**src/rtl/imc_pkg.sv**
```systemverilog
package imc_pkg;
  localparam int NLINES  = 32;
  localparam int LVL_W   = 4;
  localparam int ID_W    = 5;
  localparam int BASE_W  = 16;

  typedef logic [NLINES-1:0] line_vec_t;
  typedef logic [LVL_W-1:0]  level_t;

  localparam line_vec_t LINES_ALL  = 32'hFFFF_FFFE;
  localparam line_vec_t LINES_BASE = 32'h0000_FFFE;

  localparam int ADR_PEND     = 0;
  localparam int ADR_FORCE    = 1;
  localparam int ADR_CLEAR    = 2;
  localparam int ADR_STATUS   = 3;
  localparam int ADR_CPU_BASE = 4;
endpackage

```
**src/rtl/imc_prio_enc.sv**
```systemverilog
module imc_prio_enc #(
  parameter int W  = 16,
  parameter int IW = $clog2(W)
) (
  input  logic [W-1:0]  vec,
  output logic [IW-1:0] idx,
  output logic          any
);
  always_comb begin
    idx = '0;
    any = |vec;
    for (int i = 0; i < W; i++) begin
      if (vec[i]) idx = IW'(i);
    end
  end
endmodule

```
**src/rtl/imc_edge_capture.sv**
```systemverilog
module imc_edge_capture #(
  parameter int               W      = 32,
  parameter logic [W-1:0]     ENABLE = '1
) (
  input  logic         clk,
  input  logic         rst_n,
  input  logic [W-1:0] lines,
  output logic [W-1:0] rise
);
  logic [W-1:0] prev_q;

  always_ff @(posedge clk) begin
    if (!rst_n) prev_q <= '0;
    else        prev_q <= lines;
  end

  assign rise = lines & ~prev_q & ENABLE;
endmodule

```
**src/rtl/imc_cpu_port.sv**
```systemverilog
module imc_cpu_port
  import imc_pkg::*;
#(
  parameter bit EXT_EN   = 1'b1,
  parameter int EXT_LINE = 12
) (
  input  logic                clk,
  input  logic                rst_n,
  input  line_vec_t           pend,
  input  logic [BASE_W-1:0]   frc,
  input  logic                mask_we,
  input  line_vec_t           wdata,
  input  logic                ack_valid,
  input  level_t              ack_level,
  output line_vec_t           mask,
  output level_t              level,
  output logic [ID_W-1:0]     id,
  output line_vec_t           clr_pend,
  output logic [BASE_W-1:0]   clr_frc
);
  localparam line_vec_t VALID   = EXT_EN ? LINES_ALL : LINES_BASE;
  localparam level_t    EXT_LVL = EXT_LINE[LVL_W-1:0];

  line_vec_t           mask_q;
  logic [BASE_W-1:0]   ext_hit;
  logic [BASE_W-1:0]   eff;
  logic [LVL_W-1:0]    ext_idx;
  logic                ext_any;
  logic                lvl_any;
  logic                ack_live;

  always_ff @(posedge clk) begin
    if (!rst_n)       mask_q <= '0;
    else if (mask_we) mask_q <= wdata & VALID;
  end

  assign mask = mask_q;

  always_comb begin
    ext_hit = EXT_EN ? (pend[NLINES-1:BASE_W] & mask_q[NLINES-1:BASE_W]) : '0;
    eff     = pend[BASE_W-1:0] | frc;
    if (EXT_EN && (|ext_hit)) eff[EXT_LINE] = 1'b1;
    eff     = eff & mask_q[BASE_W-1:0];
    eff[0]  = 1'b0;
  end

  imc_prio_enc #(.W(BASE_W), .IW(LVL_W)) u_level_enc (
    .vec (eff),
    .idx (level),
    .any (lvl_any)
  );

  imc_prio_enc #(.W(BASE_W), .IW(LVL_W)) u_ext_enc (
    .vec (ext_hit),
    .idx (ext_idx),
    .any (ext_any)
  );

  assign ack_live = ack_valid && (ack_level != '0);

  always_comb begin
    clr_pend = '0;
    clr_frc  = '0;
    if (ack_live) begin
      if (frc[ack_level]) clr_frc[ack_level]  = 1'b1;
      else                clr_pend[ack_level] = 1'b1;
      if (EXT_EN && (ack_level == EXT_LVL) && ext_any)
        clr_pend[{1'b1, ext_idx}] = 1'b1;
    end
  end

  generate
    if (EXT_EN) begin : g_id
      logic [ID_W-1:0] id_q;
      always_ff @(posedge clk) begin
        if (!rst_n) id_q <= '0;
        else if (ack_live && (ack_level == EXT_LVL))
          id_q <= ext_any ? {1'b1, ext_idx} : '0;
      end
      assign id = id_q;

      a_r9_id_is_extended: assert property (@(posedge clk) disable iff (!rst_n)
        (id_q == '0) || id_q[ID_W-1]);

      a_r9_id_only_on_ack: assert property (@(posedge clk) disable iff (!rst_n)
        !(ack_live && (ack_level == EXT_LVL)) |=> $stable(id_q));
    end else begin : g_no_id
      assign id = '0;
    end
  endgenerate

  a_r6_level_is_unmasked: assert property (@(posedge clk) disable iff (!rst_n)
    (level != '0) |-> (mask_q[level] && lvl_any));
endmodule

```
**src/rtl/mp_irq_ctrl.sv**
```systemverilog
module mp_irq_ctrl
  import imc_pkg::*;
#(
  parameter int NCPU     = 2,
  parameter bit EXT_EN   = 1'b1,
  parameter int EXT_LINE = 12,
  parameter int ADDR_W   = 6
) (
  input  logic                   clk,
  input  logic                   rst_n,
  input  logic [NLINES-1:0]      irq_lines,
  input  logic                   wr_en,
  input  logic [ADDR_W-1:0]      wr_addr,
  input  logic [31:0]            wr_data,
  input  logic [ADDR_W-1:0]      rd_addr,
  output logic [31:0]            rd_data,
  input  logic [NCPU-1:0]        ack_valid,
  input  logic [NCPU*LVL_W-1:0]  ack_level,
  output logic [NCPU*LVL_W-1:0]  cpu_level
);
  localparam line_vec_t VALID = EXT_EN ? LINES_ALL : LINES_BASE;
  localparam logic [31:0] STATUS_WORD =
    {4'(NCPU-1), 1'b0, 10'd0, EXT_EN, 12'd0, 4'(EXT_LINE)};

  line_vec_t           pend_q;
  logic [BASE_W-1:0]   frc_q;
  line_vec_t           rise;
  line_vec_t           clr_all;
  logic [BASE_W-1:0]   frc_clr_all;
  logic                clr_we;
  logic                frc_we;

  line_vec_t           mask_c     [NCPU];
  logic [ID_W-1:0]     id_c       [NCPU];
  line_vec_t           clr_pend_c [NCPU];
  logic [BASE_W-1:0]   clr_frc_c  [NCPU];

  assign clr_we = wr_en && (wr_addr == ADDR_W'(ADR_CLEAR));
  assign frc_we = wr_en && (wr_addr == ADDR_W'(ADR_FORCE));

  imc_edge_capture #(.W(NLINES), .ENABLE(VALID)) u_edges (
    .clk   (clk),
    .rst_n (rst_n),
    .lines (irq_lines),
    .rise  (rise)
  );

  generate
    for (genvar c = 0; c < NCPU; c++) begin : g_cpu
      localparam int MASK_ADR = ADR_CPU_BASE + 2 * c;
      imc_cpu_port #(.EXT_EN(EXT_EN), .EXT_LINE(EXT_LINE)) u_port (
        .clk       (clk),
        .rst_n     (rst_n),
        .pend      (pend_q),
        .frc       (frc_q),
        .mask_we   (wr_en && (wr_addr == ADDR_W'(MASK_ADR))),
        .wdata     (wr_data),
        .ack_valid (ack_valid[c]),
        .ack_level (ack_level[c*LVL_W +: LVL_W]),
        .mask      (mask_c[c]),
        .level     (cpu_level[c*LVL_W +: LVL_W]),
        .id        (id_c[c]),
        .clr_pend  (clr_pend_c[c]),
        .clr_frc   (clr_frc_c[c])
      );
    end
  endgenerate

  always_comb begin
    clr_all     = clr_we ? wr_data : '0;
    frc_clr_all = '0;
    for (int c = 0; c < NCPU; c++) begin
      clr_all     = clr_all | clr_pend_c[c];
      frc_clr_all = frc_clr_all | clr_frc_c[c];
    end
  end

  always_ff @(posedge clk) begin
    if (!rst_n) begin
      pend_q <= '0;
      frc_q  <= '0;
    end else begin
      pend_q <= ((pend_q & ~clr_all) | rise) & VALID;
      frc_q  <= ((frc_q & ~frc_clr_all) |
                 (frc_we ? wr_data[BASE_W-1:0] : '0)) & VALID[BASE_W-1:0];
    end
  end

  always_comb begin
    rd_data = '0;
    if (rd_addr == ADDR_W'(ADR_PEND))   rd_data = pend_q;
    if (rd_addr == ADDR_W'(ADR_FORCE))  rd_data = {16'd0, frc_q};
    if (rd_addr == ADDR_W'(ADR_STATUS)) rd_data = STATUS_WORD;
    for (int c = 0; c < NCPU; c++) begin
      if (rd_addr == ADDR_W'(ADR_CPU_BASE + 2 * c))     rd_data = mask_c[c];
      if (rd_addr == ADDR_W'(ADR_CPU_BASE + 2 * c + 1)) rd_data = {27'd0, id_c[c]};
    end
  end

  a_r2_edge_latches: assert property (@(posedge clk) disable iff (!rst_n)
    (|rise) |=> ((pend_q & $past(rise)) == $past(rise)));

  a_r3_clear_takes_effect: assert property (@(posedge clk) disable iff (!rst_n)
    clr_we |=> ((pend_q & $past(wr_data & ~rise)) == '0));

  a_r4_force_sets: assert property (@(posedge clk) disable iff (!rst_n)
    frc_we |=> ((frc_q & $past(wr_data[BASE_W-1:0] & 16'hFFFE)) ==
                $past(wr_data[BASE_W-1:0] & 16'hFFFE)));
endmodule

```
**config.mk**
```make
export PLATFORM = sky130hd
export DESIGN_NAME = mp_irq_ctrl
export DESIGN_NICKNAME = d
export VERILOG_FILES = /design/src/rtl/imc_pkg.sv /design/src/rtl/imc_prio_enc.sv /design/src/rtl/imc_edge_capture.sv /design/src/rtl/imc_cpu_port.sv /design/src/rtl/mp_irq_ctrl.sv
export SDC_FILE = /design/constraint.sdc
export NUM_CORES = 1
export LEC_CHECK = 0
export BUFFER_PORTS_ARGS = -buffer_cell sky130_fd_sc_hd__buf_4
export CORE_MARGIN = 3
export CORE_UTILIZATION = 55
export CTS_BUF_LIST = sky130_fd_sc_hd__clkbuf_16
export DETAILED_ROUTE_END_ITERATION = 10
export PLACE_DENSITY = 0.84
export REMOVE_ABC_BUFFERS = 1
export SETUP_SLACK_MARGIN = 0.05
export SYNTH_ARGS = -nofsm -noshare
export SYNTH_HDL_FRONTEND = slang
export SYNTH_HIERARCHICAL = 1
export SYNTH_SLANG_ARGS = --single-unit
```
**constraint.sdc**
```tcl
create_clock -name clk -period 5.9 [get_ports clk]
set_input_delay 1.18 -clock clk [delete_from_list [all_inputs] [get_ports clk]]
set_output_delay 1.18 -clock clk [all_outputs]
set_load 0.1 [all_outputs]
```
Yosys cells after proc, flatten, opt, wreduce, memory -nomap -nowiden
Index checks and enable logic that the tools add are counted.
{ "totals": {"register_bits": 152, "output_inout_bits": 40, "wordCells": 171} }
{ "classes": {"magnitude_cmp": 10, "eq_ne": 12, "mux": 101, "bitwise_logic": 18, "reduce_logical": 21} }
{ "op_table": {"columns": ["operator", "n"], "rows": [
  ["two-way mux 32 bit", 14],
  ["two-way mux 4 bit", 56],
  ["bitwise OR 32 bit", 5],
  ["two-way mux 16 bit", 7],
  ["AND 16 bit", 5],
  ["AND 32 bit", 2],
  ["NOT 32 bit", 2],
  ["bitwise OR 16 bit", 3],
  ["equality test 6 x 3 -> 1 bit, second input constant", 6],
  ["OR reduction 16 bit", 2],
  ["demux 1 bit (select 4 bit)", 6],
  ["logical AND 1 bit", 16],
  ["NOT 16 bit", 1],
  ["two-way mux 1 bit", 14],
  ["equality test 6 x 1 -> 1 bit, second input constant", 2],
  ["equality test 6 x 2 -> 1 bit, second input constant", 2],
  ["less-than comparator 4 x 6 -> 1 bit, second input constant", 2],
  ["less-than comparator 5 x 6 -> 1 bit, second input constant", 2],
  [">= comparator 5 x 1 -> 1 bit, second input constant", 2],
  ["less-than comparator 4 x 5 -> 1 bit, second input constant", 2],
  ["two-way mux 5 bit", 2],
  ["binary-select mux 1 bit (select 4 bit)", 2],
  ["equality test 4 bit, second input constant", 2],
  [">= comparator 4 x 1 -> 1 bit, second input constant", 2],
  ["2 further kinds", 3]
]} }

Longest topological paths before layout
{ "depth": {"depth_word": 28, "ltp_mapped": 11, "mapped_depth_nobuf": 11} }

Cells and area by module
The synthesis kept the hierarchy.
{ "modules_own_cells": {"columns": ["module", "instances", "cells_each", "area_each_um2"], "rows": [
  ["imc_cpu_port", 2, 242, 2105.8],
  ["mp_irq_ctrl", 1, 374, 2825.2],
  ["imc_edge_capture", 1, 98, 1069.8],
  ["imc_prio_enc", 4, 28, 170.2]
]} }

Worst setup path after synthesis
No wires, ideal clock.
{ "synth_path": {"path_type": "input to output", "start": "input rd_addr[1]", "end": "output rd_data[19]", "arrival_ns": 4.078, "required_ns": 4.720, "path_slack_ns": 0.642, "path_stages": 4, "path_buffers": 2, "cell_sequence": "buf_2 buf_1 mux2i_1 o21ai_0"} }
{ "synth_between": {"elab_chain_cells": 8, "word_cells_on_any_way": 14, "cone_classes": "eq/ne (6); mux (7); reduce/logical (1)"} }
{ "synth_lines": {"columns": ["element", "line", "source"], "rows": [
  ["from (decl)", "mp_irq_ctrl.sv:15", "input logic [ADDR_W-1:0] rd_addr,"],
  ["logical NOT 6 bit", "mp_irq_ctrl.sv:91", "if (rd_addr == ADDR_W'(ADR_PEND)) rd_data = pend_q;"],
  ["two-way mux 32 bit", "mp_irq_ctrl.sv:91", null],
  ["two-way mux 32 bit", "mp_irq_ctrl.sv:92", "if (rd_addr == ADDR_W'(ADR_FORCE)) rd_data = {16'd0, frc_q};"],
  ["two-way mux 32 bit", "mp_irq_ctrl.sv:93", "if (rd_addr == ADDR_W'(ADR_STATUS)) rd_data = STATUS_WORD;"],
  ["two-way mux 32 bit", "mp_irq_ctrl.sv:95", "if (rd_addr == ADDR_W'(ADR_CPU_BASE + 2 * c)) rd_data = mask_c[c];"],
  ["two-way mux 32 bit", "mp_irq_ctrl.sv:96", "if (rd_addr == ADDR_W'(ADR_CPU_BASE + 2 * c + 1)) rd_data = {27'd0, id_c[c]};"],
  ["two-way mux 32 bit", "mp_irq_ctrl.sv:95", null],
  ["two-way mux 32 bit *", "mp_irq_ctrl.sv:96", null],
  ["to (decl)", "mp_irq_ctrl.sv:16", "output logic [31:0] rd_data,"]
]} }
Mark *: on every way between the ends. The rest lies on a longest branch, timed or not.

Worst setup path in the final report
{ "layout_path": {"start": "input rd_addr[1]", "end": "output rd_data[12]"} }
The elaborated chain is that of the path after synthesis.

==> load_flow_metrics.sql <==
INSERT INTO impl_metrics (metric_group, metric, value, unit) VALUES
('run_status', 'outcome', 'finished, final reports clean', ''),
('setup_path', 'worst_setup_path_end_kind', 'primary output', ''),
('setup_path', 'cp_data_arrival_time', '3.55', 'ns'),
('cells_and_area', 'synthesis_to_layout_area_growth', '18.3', '%'),
('setup_path', 'crit_top_cell', 'sky130_fd_sc_hd__buf_4', ''),
('clock_tree', 'number_of_hold_repair_buffers_added_at_the_cts_stage', '0', ''),
('worst_hold_path', 'min_delay_worst_endpoint', 'g_cpu[1].u_port/id[2]', ''),
('sta', 'fin_hold_viols', '0', ''),
('placement', 'dp_cells', '1346', ''),
('route', 'detail_route.drc_violations', '0', ''),
('clock_tree', 'ctsLongestPathBuffers', '2', ''),
('setup_path', 'r2r_end', 'pend_q[19]', ''),
('clock_tree', 'cts_tree', 'built', ''),
('route', 'detail_route.vias_per_cell', '5.89', ''),
('die', 'die_height', '132', 'um'),
('clock_tree', 'post_cts_resize_count', '0', ''),
('sta', 'holdWs', '0.485', 'ns'),
('yosys', 'syn_std_cell_area', '8720', 'sq um'),
('global_route', 'grt_util_met2', '0.404', ''),
('yosys', 'synth-warning-count', '6', ''),
('cells_and_area', 'n_antenna_cell', '0', ''),
('sta', 'grt_setup_unrepaired', 'false', ''),
('placement', 'dpl.hpwl', '16800', 'um'),
('sta', 'post-route-period-util', '0.801', ''),
('clock_tree', 'worstSkewPairLatency', '0.43', 'ns'),
('global_route', 'first_pass_grt_wire_length', '38300', 'um'),
('global_route', 'grt.busiest_layer', 'met2', ''),
('setup_path', 'worst_path_largest_cell_delay', '0.85', 'ns'),
('sta', 'tightestPinTransition', '1.11', 'ns'),
('die', 'core_region_area', '15400', 'sq um'),
('route', 'drt-wirelength-per-cell', '17.5', 'um'),
('clock_tree', 'clock_tree.htree_level_count', '4', ''),
('die', 'initial_utilization', '0.567', ''),
('cells_and_area', 'finish.cell_count_without_fillers', '1375', ''),
('worst_hold_path', 'hold_path_class', 'reg -> reg', ''),
('power', 'leakagePower', '3.83', 'nW'),
('sta', 'relSlewSlack', '0.254', ''),
('setup_path', 'worstReg2RegStart', 'pend_q[28]', ''),
('die', 'die_area', '17400', 'sq um'),
('setup_path', 'startpoint_type', 'primary input', ''),
('global_route', 'pin_count_of_the_biggest_net_entering_global_routing', '85', ''),
('sta', 'setup-violations-final', '0', ''),
('setup_path', 'crit_path_cell_trace', 'buf_4 -> nor3_1 -> and2_1 -> a22oi_1 -> o21ai_0 -> buf_4', ''),
('route', 'drtIter0Drc', '836', ''),
('cells_and_area', 'post_route_cells_drive_above_1_share', '0.188', ''),
('global_route', 'number_of_antenna_violations_at_the_first_check_in_global_routing', '0', ''),
('setup_path', 'crit_path_max_fanout', '45', ''),
('setup_path', 'worst_r2r_path_depth', '11', ''),
('route', 'detailedRoute.firstPassIterationCount', '6', ''),
('setup_path', 'timing.critical_path.required', '4.72', 'ns'),
('cells_and_area', 'nFillCells', '1268', ''),
('die', 'dieWidth', '132', 'um'),
('global_route', 'groute.layer.met3.usage', '0.0653', ''),
('sta', 'finalClockSkew', '0.00903', 'ns'),
('clock_tree', 'number_of_buffers_inserted_during_clock_tree_synthesis', '17', ''),
('route', 'route.antenna.remaining_nets', '0', ''),
('clock_tree', 'clock_sinks', '149', ''),
('die', 'core.rowCount', '45', ''),
('setup_path', 'r2r_slack', '3.15', 'ns'),
('clock_tree', 'path_clk_slew', '0.06', 'ns'),
('global_route', 'groute.usage.overall', '0.269', ''),
('setup_path', 'crit_family', 'simple AND/OR/NAND/NOR gates', ''),
('global_route', 'met1_usage', '0.373', ''),
('placement', 'buffer_ports.inserted', '126', ''),
('global_route', 'via_count_of_the_first_global_routing_pass', '7495', ''),
('worst_hold_path', 'whs_path_depth', '2', ''),
('global_route', 'grt_overflow_total', '0', ''),
('setup_path', 'cp_slowest_cell', 'sky130_fd_sc_hd__and2_1', ''),
('setup_path', 'worstSetupPathType', 'in -> out', ''),
('cells_and_area', 'finish.net_count', '1243', ''),
('flow_run', 'cap_viol_max_count', '0', '');
power by group:
part	total (mW)	leakage [nW]	switching [mW]	internal, mW
sequential	1.06	1.22	0.0237	1.04
clock	1.12	0.293	0.422	0.694
combinational	0.219	2.32	0.116	0.103
final cells by class:
class / count / area (sq um) / share of cell area
multi-input combinational: 847 / 5460 / 0.529
sequential: 149 / 2980 / 0.289
timing repair buffer: 131 / 983 / 0.0954
clock buffer: 17 / 425 / 0.0413
tap: 211 / 264 / 0.0256
clock inverter: 12 / 166 / 0.0161
inverter: 8 / 30.0 / 0.00291
registers in the layout (all words and copies together), names as in the netlist:
register	flops
u_edges/prev_q	31
pend_q	31
g_cpu.u_port/mask	62
frc_q	15
g_cpu.u_port/id	10
stage by stage:
stage	setup WS (ns)	cell area [sq um]	setup TNS, ns	utilization
after floorplan	-0.665	8450	-41.09	-
after global placement	1.26	9720	0	0.632
after detailed placement	1.26	9720	0	0.632
after CTS	1.26	10300	0	0.671
after global routing	1.08	10300	0	0.671
final	1.17	10300	0	0.671
cells in the final DEF, fill, tap and decap left out, types with 6 or more instances in the layout:
cell	instances
sky130_fd_sc_hd__clkbuf_16	17
sky130_fd_sc_hd__and2_1	40
sky130_fd_sc_hd__a21boi_0	10
sky130_fd_sc_hd__a21oi_1	35
sky130_fd_sc_hd__nand2_1	89
sky130_fd_sc_hd__a22oi_1	13
sky130_fd_sc_hd__nand4_1	10
sky130_fd_sc_hd__nor2_1	158
sky130_fd_sc_hd__mux4_2	9
sky130_fd_sc_hd__nor3_1	20
sky130_fd_sc_hd__and2_2	28
sky130_fd_sc_hd__nor4_1	10
sky130_fd_sc_hd__dfxtp_1	149
sky130_fd_sc_hd__o21ai_0	39
sky130_fd_sc_hd__nor4_2	6
sky130_fd_sc_hd__nand2b_1	16
sky130_fd_sc_hd__mux2i_1	91
sky130_fd_sc_hd__nor2b_1	96
sky130_fd_sc_hd__nand3b_1	11
sky130_fd_sc_hd__o21a_1	59
sky130_fd_sc_hd__buf_4	131
sky130_fd_sc_hd__o31ai_1	19
sky130_fd_sc_hd__nand3_1	20
sky130_fd_sc_hd__inv_1	10
worst max path at each step:
stage | slack (ns) | from | cells past startpoint | to
6_report | 1.17 | rd_addr[1] | 6 | rd_data[12]
5_1_grt | 1.08 | rd_addr[1] | 7 | rd_data[29]
4_1_cts | 1.26 | rd_addr[1] | 7 | rd_data[29]
3_5_place_dp | 1.26 | rd_addr[1] | 7 | rd_data[29]
3_3_place_gp | 1.26 | rd_addr[1] | 7 | rd_data[31]
2_1_floorplan | -0.66 | wr_addr[3] | 4 | g_cpu[0].u_port/mask[10]
metal layers:
metal,share of wire,routed length (um),up-vias
met4,0.027,648,0
met2,0.44,10500,408
met5,0,0,-
met1,0.44,10600,3765
li1,-,-,3870
met3,0.096,2310,54
tightest hold or removal path, cell delays in order, from the launching register on:
cell and delay (ns):
sky130_fd_sc_hd__dfxtp_1 0.30, sky130_fd_sc_hd__o21ai_0 0.06, sky130_fd_sc_hd__a21boi_0 0.07
No activity file was read; power rests on OpenSTA's default activity.
